## src/rtl/rxd_pkg.sv

```systemverilog
package rxd_pkg;
  localparam int OFF_W   = 13;  // ring byte offset width
  localparam int CAP_W   = 15;  // buffer capacity width
  localparam int RSV_W   = 7;   // frame offset width
  localparam int LEN_W   = 16;  // header length width
  localparam int ADDR_W  = 32;  // buffer address width
  localparam int DESC_W  = 128; // descriptor width
  localparam int DESC_STEP = 16;

  typedef enum logic [3:0] {
    ST_DISABLED  = 4'd0,
    ST_ACTIVE    = 4'd1,
    ST_IDLE_WAIT = 4'd2,
    ST_STOPPED   = 4'd3,
    ST_SUSP_PEND = 4'd4
  } rx_state_e;

  typedef enum logic [3:0] {
    ER_NONE       = 4'd0,
    ER_DESC_PROTO = 4'd1,
    ER_FIFO_OVF   = 4'd2,
    ER_XFER       = 4'd3,
    ER_DESC_READ  = 4'd4,
    ER_CORE       = 4'd5
  } rx_err_e;

  typedef struct packed {
    logic              en;
    logic [RSV_W-1:0]  rsv;
    logic              ovf_cont;
  } rx_ctrl_t;

  typedef struct packed {
    logic              eot;
    logic [CAP_W-1:0]  cap;
    logic [ADDR_W-1:0] addr;
  } rx_desc_t;

  function automatic rx_ctrl_t decode_ctrl(input logic en_bit,
                                           input logic [RSV_W-1:0] rsv,
                                           input logic oc_bit);
    rx_ctrl_t c;
    c.en       = en_bit;
    c.rsv      = rsv;
    c.ovf_cont = oc_bit;
    return c;
  endfunction

  function automatic rx_desc_t decode_desc(input logic eot_bit,
                                           input logic [CAP_W-1:0] cap,
                                           input logic [ADDR_W-1:0] addr);
    rx_desc_t d;
    d.eot  = eot_bit;
    d.cap  = cap;
    d.addr = addr;
    return d;
  endfunction

  function automatic logic [OFF_W-1:0] ring_next(input logic [OFF_W-1:0] cur,
                                                 input logic eot);
    return eot ? '0 : cur + OFF_W'(DESC_STEP);
  endfunction

  function automatic logic [7:0] len_byte(input logic [LEN_W-1:0] len,
                                          input logic hi);
    return hi ? len[15:8] : len[7:0];
  endfunction

  function automatic logic [31:0] pack_stat0(input rx_state_e s,
                                             input logic [OFF_W-1:0] cur);
    return {s, {(28-OFF_W){1'b0}}, cur};
  endfunction

  function automatic logic [31:0] pack_stat1(input rx_err_e e);
    return {e, 28'd0};
  endfunction
endpackage

```

## src/rtl/rxd_ring_ptr.sv

```systemverilog
module rxd_ring_ptr
  import rxd_pkg::*;
(
  input  logic             clk,
  input  logic             rst_n,
  input  logic             clr,
  input  logic             adv,
  input  logic             eot,
  input  logic [OFF_W-1:0] last_ptr,
  output logic [OFF_W-1:0] cur,
  output logic             empty
);
  logic [OFF_W-1:0] cur_q;

  always_ff @(posedge clk) begin
    if (!rst_n)     cur_q <= '0;
    else if (clr)   cur_q <= '0;
    else if (adv)   cur_q <= ring_next(cur_q, eot);
  end

  assign cur   = cur_q;
  assign empty = (cur_q == last_ptr);

  AST_PTR_HOLD: assert property (@(posedge clk) disable iff (!rst_n)
    (!adv && !clr) |=> $stable(cur_q));
endmodule

```

## src/rtl/rxd_desc_fetch.sv

```systemverilog
module rxd_desc_fetch
  import rxd_pkg::*;
(
  input  logic              clk,
  input  logic              rst_n,
  input  logic              start,
  input  logic              abort,
  output logic              desc_rd_req,
  input  logic              desc_rd_valid,
  input  logic [DESC_W-1:0] desc_rd_data,
  input  logic              desc_rd_err,
  output logic              done,
  output logic              err,
  output rx_desc_t          desc
);
  logic busy_q;
  logic unused_desc_bits;

  always_ff @(posedge clk) begin
    if (!rst_n)                   busy_q <= 1'b0;
    else if (abort)               busy_q <= 1'b0;
    else if (start)               busy_q <= 1'b1;
    else if (busy_q && desc_rd_valid) busy_q <= 1'b0;
  end

  assign desc_rd_req = busy_q;
  assign done        = busy_q && desc_rd_valid;
  assign err         = desc_rd_err;
  assign desc        = decode_desc(desc_rd_data[28], desc_rd_data[46:32],
                                   desc_rd_data[95:64]);
  assign unused_desc_bits = ^{desc_rd_data[127:96], desc_rd_data[63:47],
                              desc_rd_data[31:29], desc_rd_data[27:0]};

  AST_NO_RESTART: assert property (@(posedge clk) disable iff (!rst_n)
    start |-> !busy_q);
endmodule

```

## src/rtl/rxd_engine.sv

```systemverilog
module rxd_engine
  import rxd_pkg::*;
(
  input  logic              clk,
  input  logic              rst_n,
  input  rx_ctrl_t          ctl,
  input  logic              empty,
  input  logic [7:0]        s_tdata,
  input  logic              s_tvalid,
  input  logic              s_tlast,
  output logic              s_tready,
  output logic              fetch_start,
  input  logic              fetch_done,
  input  logic              fetch_err,
  input  rx_desc_t          fetch_desc,
  output logic              ptr_adv,
  output logic              ptr_eot,
  output logic              ptr_clr,
  output logic              wr_en,
  output logic [ADDR_W-1:0] wr_addr,
  output logic [7:0]        wr_data,
  output rx_state_e         state_code,
  output rx_err_e           err_code
);
  typedef enum logic [3:0] {
    E_OFF, E_IDLE, E_CHECK, E_FETCH, E_DATA, E_DROP, E_HDR_LO, E_HDR_HI, E_STOP
  } eng_st_e;

  eng_st_e           st_q;
  rx_err_e           err_q;
  logic [ADDR_W-1:0] base_q, hdr_addr_q;
  logic [CAP_W-1:0]  cap_q, pos_q;
  logic [LEN_W-1:0]  len_q;
  logic              eot_q, first_q, hdr_q;

  // named events for the assertions
  logic              beat_w;
  logic              buf_full_w;
  logic              desc_bad_w;
  logic [CAP_W-1:0]  reserve_w;

  assign s_tready   = ctl.en && (st_q == E_DATA || st_q == E_DROP);
  assign beat_w     = s_tvalid && s_tready;
  assign buf_full_w = (pos_q + CAP_W'(1)) == cap_q;
  assign reserve_w  = first_q ? CAP_W'(ctl.rsv) : '0;
  assign desc_bad_w = fetch_desc.cap <= reserve_w;

  assign fetch_start = ctl.en && (st_q == E_CHECK) && !empty;
  assign ptr_adv     = ctl.en && (st_q == E_DATA) && beat_w && (s_tlast || buf_full_w);
  assign ptr_eot     = eot_q;
  assign ptr_clr     = !ctl.en;

  always_ff @(posedge clk) begin
    if (!rst_n) begin
      st_q       <= E_OFF;
      err_q      <= ER_NONE;
      base_q     <= '0;
      hdr_addr_q <= '0;
      cap_q      <= '0;
      pos_q      <= '0;
      len_q      <= '0;
      eot_q      <= 1'b0;
      first_q    <= 1'b0;
      hdr_q      <= 1'b0;
      wr_en      <= 1'b0;
      wr_addr    <= '0;
      wr_data    <= '0;
    end else begin
      wr_en <= 1'b0;
      if (!ctl.en) begin
        st_q  <= E_OFF;
        err_q <= ER_NONE;
        hdr_q <= 1'b0;
      end else begin
        case (st_q)
          E_OFF: st_q <= E_IDLE;
          E_IDLE: begin
            if (s_tvalid) begin
              st_q    <= E_CHECK;
              first_q <= 1'b1;
              hdr_q   <= 1'b0;
              len_q   <= '0;
            end
          end
          E_CHECK: begin
            if (empty) begin
              if (ctl.ovf_cont) st_q <= E_DROP;
              else begin
                st_q  <= E_STOP;
                err_q <= ER_FIFO_OVF;
              end
            end else begin
              st_q <= E_FETCH;
            end
          end
          E_FETCH: begin
            if (fetch_done) begin
              if (fetch_err) begin
                st_q  <= E_STOP;
                err_q <= ER_DESC_READ;
              end else if (desc_bad_w) begin
                st_q  <= E_STOP;
                err_q <= ER_DESC_PROTO;
              end else begin
                base_q  <= fetch_desc.addr;
                cap_q   <= fetch_desc.cap;
                eot_q   <= fetch_desc.eot;
                pos_q   <= reserve_w;
                first_q <= 1'b0;
                if (first_q) begin
                  hdr_addr_q <= fetch_desc.addr;
                  hdr_q      <= 1'b1;
                end
                st_q <= E_DATA;
              end
            end
          end
          E_DATA: begin
            if (beat_w) begin
              wr_en   <= 1'b1;
              wr_addr <= base_q + ADDR_W'(pos_q);
              wr_data <= s_tdata;
              pos_q   <= pos_q + CAP_W'(1);
              len_q   <= len_q + LEN_W'(1);
              if (s_tlast)         st_q <= E_HDR_LO;
              else if (buf_full_w) st_q <= E_CHECK;
            end
          end
          E_DROP: begin
            if (beat_w) begin
              len_q <= len_q + LEN_W'(1);
              if (s_tlast) st_q <= hdr_q ? E_HDR_LO : E_IDLE;
            end
          end
          E_HDR_LO: begin
            wr_en   <= 1'b1;
            wr_addr <= hdr_addr_q;
            wr_data <= len_byte(len_q, 1'b0);
            st_q    <= E_HDR_HI;
          end
          E_HDR_HI: begin
            wr_en   <= 1'b1;
            wr_addr <= hdr_addr_q + ADDR_W'(1);
            wr_data <= len_byte(len_q, 1'b1);
            hdr_q   <= 1'b0;
            st_q    <= E_IDLE;
          end
          E_STOP:  st_q <= E_STOP;
          default: st_q <= E_OFF;
        endcase
      end
    end
  end

  always_comb begin
    case (st_q)
      E_OFF:   state_code = ST_DISABLED;
      E_IDLE:  state_code = ST_IDLE_WAIT;
      E_STOP:  state_code = ST_STOPPED;
      default: state_code = ST_ACTIVE;
    endcase
  end
  assign err_code = err_q;

  AST_OFF_WHEN_DISABLED: assert property (@(posedge clk) disable iff (!rst_n)
    !ctl.en |=> (state_code == ST_DISABLED));
  AST_ERR_MEANS_STOPPED: assert property (@(posedge clk) disable iff (!rst_n)
    (err_code != ER_NONE) |-> (state_code == ST_STOPPED));
  AST_STOPPED_NO_READY: assert property (@(posedge clk) disable iff (!rst_n)
    (state_code == ST_STOPPED) |-> !s_tready);
  AST_DROP_NO_WRITE: assert property (@(posedge clk) disable iff (!rst_n)
    (st_q == E_DROP) |=> !wr_en);
endmodule

```

## src/rtl/rxd_channel.sv

```systemverilog
module rxd_channel
  import rxd_pkg::*;
(
  input  logic              clk,
  input  logic              rst_n,
  input  logic [31:0]       ctrl_word,
  input  logic [OFF_W-1:0]  last_ptr,
  input  logic [7:0]        s_tdata,
  input  logic              s_tvalid,
  input  logic              s_tlast,
  output logic              s_tready,
  output logic              desc_rd_req,
  output logic [OFF_W-1:0]  desc_rd_addr,
  input  logic              desc_rd_valid,
  input  logic [DESC_W-1:0] desc_rd_data,
  input  logic              desc_rd_err,
  output logic              wr_en,
  output logic [ADDR_W-1:0] wr_addr,
  output logic [7:0]        wr_data,
  output logic [31:0]       stat0,
  output logic [31:0]       stat1
);
  rx_ctrl_t         ctl;
  logic             unused_ctrl_bits;
  logic [OFF_W-1:0] cur;
  logic             empty;
  logic             fetch_start, fetch_done, fetch_err;
  rx_desc_t         fetch_desc;
  logic             ptr_adv, ptr_eot, ptr_clr;
  rx_state_e        state_code;
  rx_err_e          err_code;

  assign ctl = decode_ctrl(ctrl_word[0], ctrl_word[7:1], ctrl_word[10]);
  // direct FIFO, separate header and parity-disable bits are not acted on
  assign unused_ctrl_bits = ^{ctrl_word[31:11], ctrl_word[9:8]};

  rxd_ring_ptr u_ptr (
    .clk(clk), .rst_n(rst_n), .clr(ptr_clr), .adv(ptr_adv), .eot(ptr_eot),
    .last_ptr(last_ptr), .cur(cur), .empty(empty)
  );

  rxd_desc_fetch u_fetch (
    .clk(clk), .rst_n(rst_n), .start(fetch_start), .abort(ptr_clr),
    .desc_rd_req(desc_rd_req), .desc_rd_valid(desc_rd_valid),
    .desc_rd_data(desc_rd_data), .desc_rd_err(desc_rd_err),
    .done(fetch_done), .err(fetch_err), .desc(fetch_desc)
  );

  rxd_engine u_eng (
    .clk(clk), .rst_n(rst_n), .ctl(ctl), .empty(empty),
    .s_tdata(s_tdata), .s_tvalid(s_tvalid), .s_tlast(s_tlast), .s_tready(s_tready),
    .fetch_start(fetch_start), .fetch_done(fetch_done), .fetch_err(fetch_err),
    .fetch_desc(fetch_desc), .ptr_adv(ptr_adv), .ptr_eot(ptr_eot), .ptr_clr(ptr_clr),
    .wr_en(wr_en), .wr_addr(wr_addr), .wr_data(wr_data),
    .state_code(state_code), .err_code(err_code)
  );

  assign desc_rd_addr = cur;
  assign stat0 = pack_stat0(state_code, cur);
  assign stat1 = pack_stat1(err_code);

  AST_EMPTY_NO_FETCH: assert property (@(posedge clk) disable iff (!rst_n)
    (cur == last_ptr) |-> !fetch_start);
endmodule

```

## config.mk

```make
export PLATFORM = sky130hd
export DESIGN_NAME = rxd_channel
export DESIGN_NICKNAME = d
export VERILOG_FILES = /design/src/rtl/rxd_pkg.sv /design/src/rtl/rxd_ring_ptr.sv /design/src/rtl/rxd_desc_fetch.sv /design/src/rtl/rxd_engine.sv /design/src/rtl/rxd_channel.sv
export SDC_FILE = /design/constraint.sdc
export NUM_CORES = 1
export LEC_CHECK = 0
export BUFFER_PORTS_ARGS = -buffer_cell sky130_fd_sc_hd__buf_2
export CAP_MARGIN = 25
export CORE_ASPECT_RATIO = 2
export CORE_UTILIZATION = 45
export DETAILED_ROUTE_END_ITERATION = 6
export PLACE_DENSITY = 0.73
export SYNTH_ARGS = -nofsm -noshare
export SYNTH_HDL_FRONTEND = slang
export SYNTH_SLANG_ARGS = --single-unit
```

## constraint.sdc

```tcl
create_clock -name clk -period 6.2 [get_ports clk]
set_input_delay 1.24 -clock clk [delete_from_list [all_inputs] [get_ports clk]]
set_output_delay 1.24 -clock clk [all_outputs]
set_load 0.03 [all_outputs]
```

==> reports/qor.csv <==
metric;value;unit
syn avg cell area;7.62;um2
Placeable Area;0.0217;mm2
Max-cap violations;0;
Synth cell types;71;
Post-synth top cells;nand2_1 (259), dfxtp_1 (171), a21oi_1 (140), nor2_1 (83), clkbuf_1 (66);
R2R setup slack;2360;ps
cells after synthesis;1311;
Horiz. Die Dim;107;um
RSZ-0062 raised after global routing;no;
number of setup buffers added after CTS;0;
Crit Path Class;reg -> reg;
Hold Fails Final Rpt;0;
CTS Sinks;171;
share of cells above drive strength 1;15.4;%
initial antenna violation count;3;
Max FO, Critical Path;49;
first-pass GRT wire length;46600;um
relative slew slack;34.0;%
CTS tree;done;
Synth area leaders;dfxtp_1 (34%), nand2_1 (9.7%), a21oi_1 (7.0%);
Seq. cell area;0.00342;mm2
# IOs;307;
Die Ht;213;um
crit path DAT;4200;ps
crit path launch type;register;
P per Cell Area;209;mW/mm2
worst-skew pair later-pin latency;440;ps
Synth Flop Type;dfxtp_1;
dpl hpwl;21200;um
H-Tree Depth;4;
WL final;29500;um
skew final;12.6;ps
Total GRT Usage;26.3;%
Die Area;0.0228;mm2
mean routed wirelength per cell;17.4;um
largest net degree at the start of global routing;55;
Period minus WS final;3840;ps
fin crit share;62.0;%
Max clock buf depth;2;
most common cell in the synthesized netlist;nand2_1;
Power, Total;2.36;mW
final setup fails;0;
DR vias;9757;
CP endpoint kind;register;
TritonCTS Buffers;17;
FF+latch count, synth;171;
drt first-iter violations;548;
max-slew violations;0;
Vias per Instance;5.75;
CTS resizes;0;
DRC;0;
number of enable flip-flop cells after synthesis;0;
outcome;finished clean;
YS warnings;0;
Starting Density;46.1;%
Placer Congestion;0.926;
Hold Path Class;reg -> reg;
vias in the first global route;9230;
Clock Tree Root;clkbuf_16;
share of the synthesized area in the top cell type;34.3;%
setup_tns;0;ps
gr ovfl total;0;
Leakage Power;4.28;nW
post-layout net count;1622;
Syn Std Cell Area;0.00999;mm2
Yosys top cell by area;dfxtp_1;
WP data required;6560;ps
Area Growth Syn to Fin;12.9;%
post-synthesis sequential area ratio;34.3;%
final-layout fill cell count;2158;
multi-input logic area;0.00592;mm2
FMAX;260;MHz
drt first pass iters;5;
num rows;76;
post-route ant nets;0;
Max IR drop VDD;155;uV
worst slew pin tran;988;ps
# hold bufs at CTS;0;
Clock transition at path regs;70;ps
Async S/R FF share, synth;0;%
Port Buffers;149;
[metal layers]
layer / share of wire (%) / GRT usage, % / routed length (um)
met1: 37 / 28.4 / 11000
met2: 51 / 47.4 / 15100
met3: 6.4 / 3.91 / 1880
met4: 5.3 / 16.1 / 1560
met5: 0 / 0 / 0
[layout make-up]
type	count	share of cell area (%)
well taps	273	3.03
inverters	25	0.843
clock buffers	18	3.89
multi-input cells	1030	52.5
repair buffers	163	7.83
diodes	3	0.0666
flip-flops and latches	171	30.4
clock inverters	13	1.48
[placed cells by master (no fill, tap or decap), types with 15 or more instances in the layout]
master,instances
xnor2_1,48
o21ai_0,41
nor3_1,39
dfxtp_1,171
nand3_1,37
a21oi_1,140
conb_1,54
inv_1,24
xor2_1,51
ha_1,26
nand2_1,259
a211oi_1,15
a31oi_1,18
nand4_1,29
o211ai_1,15
nor2_1,82
clkbuf_16,17
buf_2,149
[flip-flops by register name, summed over array words and instances, names as in the netlist]
| name | flops |
|---|---|
| u_eng.base_q | 32 |
| u_eng.hdr_addr_q | 32 |
| u_eng.wr_addr | 32 |
| u_eng.len_q | 16 |
| u_eng.cap_q | 15 |
| u_eng.pos_q | 15 |
| u_ptr.cur | 9 |
| u_eng.wr_data | 8 |
| u_eng.st_q | 4 |
| u_eng.err_code | 3 |
| u_eng.first_q | 1 |
| u_eng.hdr_q | 1 |
| u_eng.ptr_eot | 1 |
| u_eng.wr_en | 1 |
| u_fetch.desc_rd_req | 1 |
[final timing paths]
check	startpoint	to	cells past startpoint
max	u_eng.first_q$_SDFFE_PN0P_	u_eng.hdr_addr_q[4]$_SDFFE_PN0P_	12
min	u_eng.wr_data[3]$_SDFFE_PN0P_	u_eng.wr_data[3]$_SDFFE_PN0P_	2
max reg2reg	u_eng.first_q$_SDFFE_PN0P_	u_eng.hdr_addr_q[4]$_SDFFE_PN0P_	12
min reg2reg	u_eng.wr_data[3]$_SDFFE_PN0P_	u_eng.wr_data[3]$_SDFFE_PN0P_	2
[cell families (layout without fill, tap and decap cells)]
logic type / after synthesis / count (layout) / synth area share [%]
AOI/OAI and AO/OA: 302 / 302 / 18.6
xor gates and xnor gates: 99 / 99 / 8.68
adders and majority gates: 27 / 27 / 3.46
buffers and inverters: 163 / 219 / 8.54
DFF: 171 / 171 / 34.3
muxes: 13 / 13 / 1.30
other: 1 / 57 / 0.0375
and+or+nand+nor: 535 / 535 / 25.1
[worst max-delay path: stages, from the launching register on]
cell and delay, ps:
dfxtp_1 770, nand2_1 250, ha_1 350, nand4_1 130
o21ai_0 180, a21oi_1 70, o211ai_1 300, and4b_2 320
buf_4 550, and2_1 220, buf_4 360, nand2_1 100
a21oi_1 150
[stage by stage]
stage	setup WS (ps)	std cells	instance area (um2)	util (%)	hold WS, ps
final	2360	1696	11300	52.0	454
after global routing	2160	1693	11300	52.0	481
after CTS	2390	1693	11300	52.0	453
after detailed placement	1970	1662	10700	49.2	444
after global placement	2040	1660	10600	49.0	438
after floorplan	2870	1364	10200	-	440
[power by group]
group / switching [mW] / leakage [nW] / internal [mW]
logic: 0.107 / 2.62 / 0.0390
clock network: 0.464 / 0.289 / 0.646
registers: 0.00657 / 1.38 / 1.10
total: 0.577 / 4.28 / 1.78
Power figures use the tool's default switching activity.
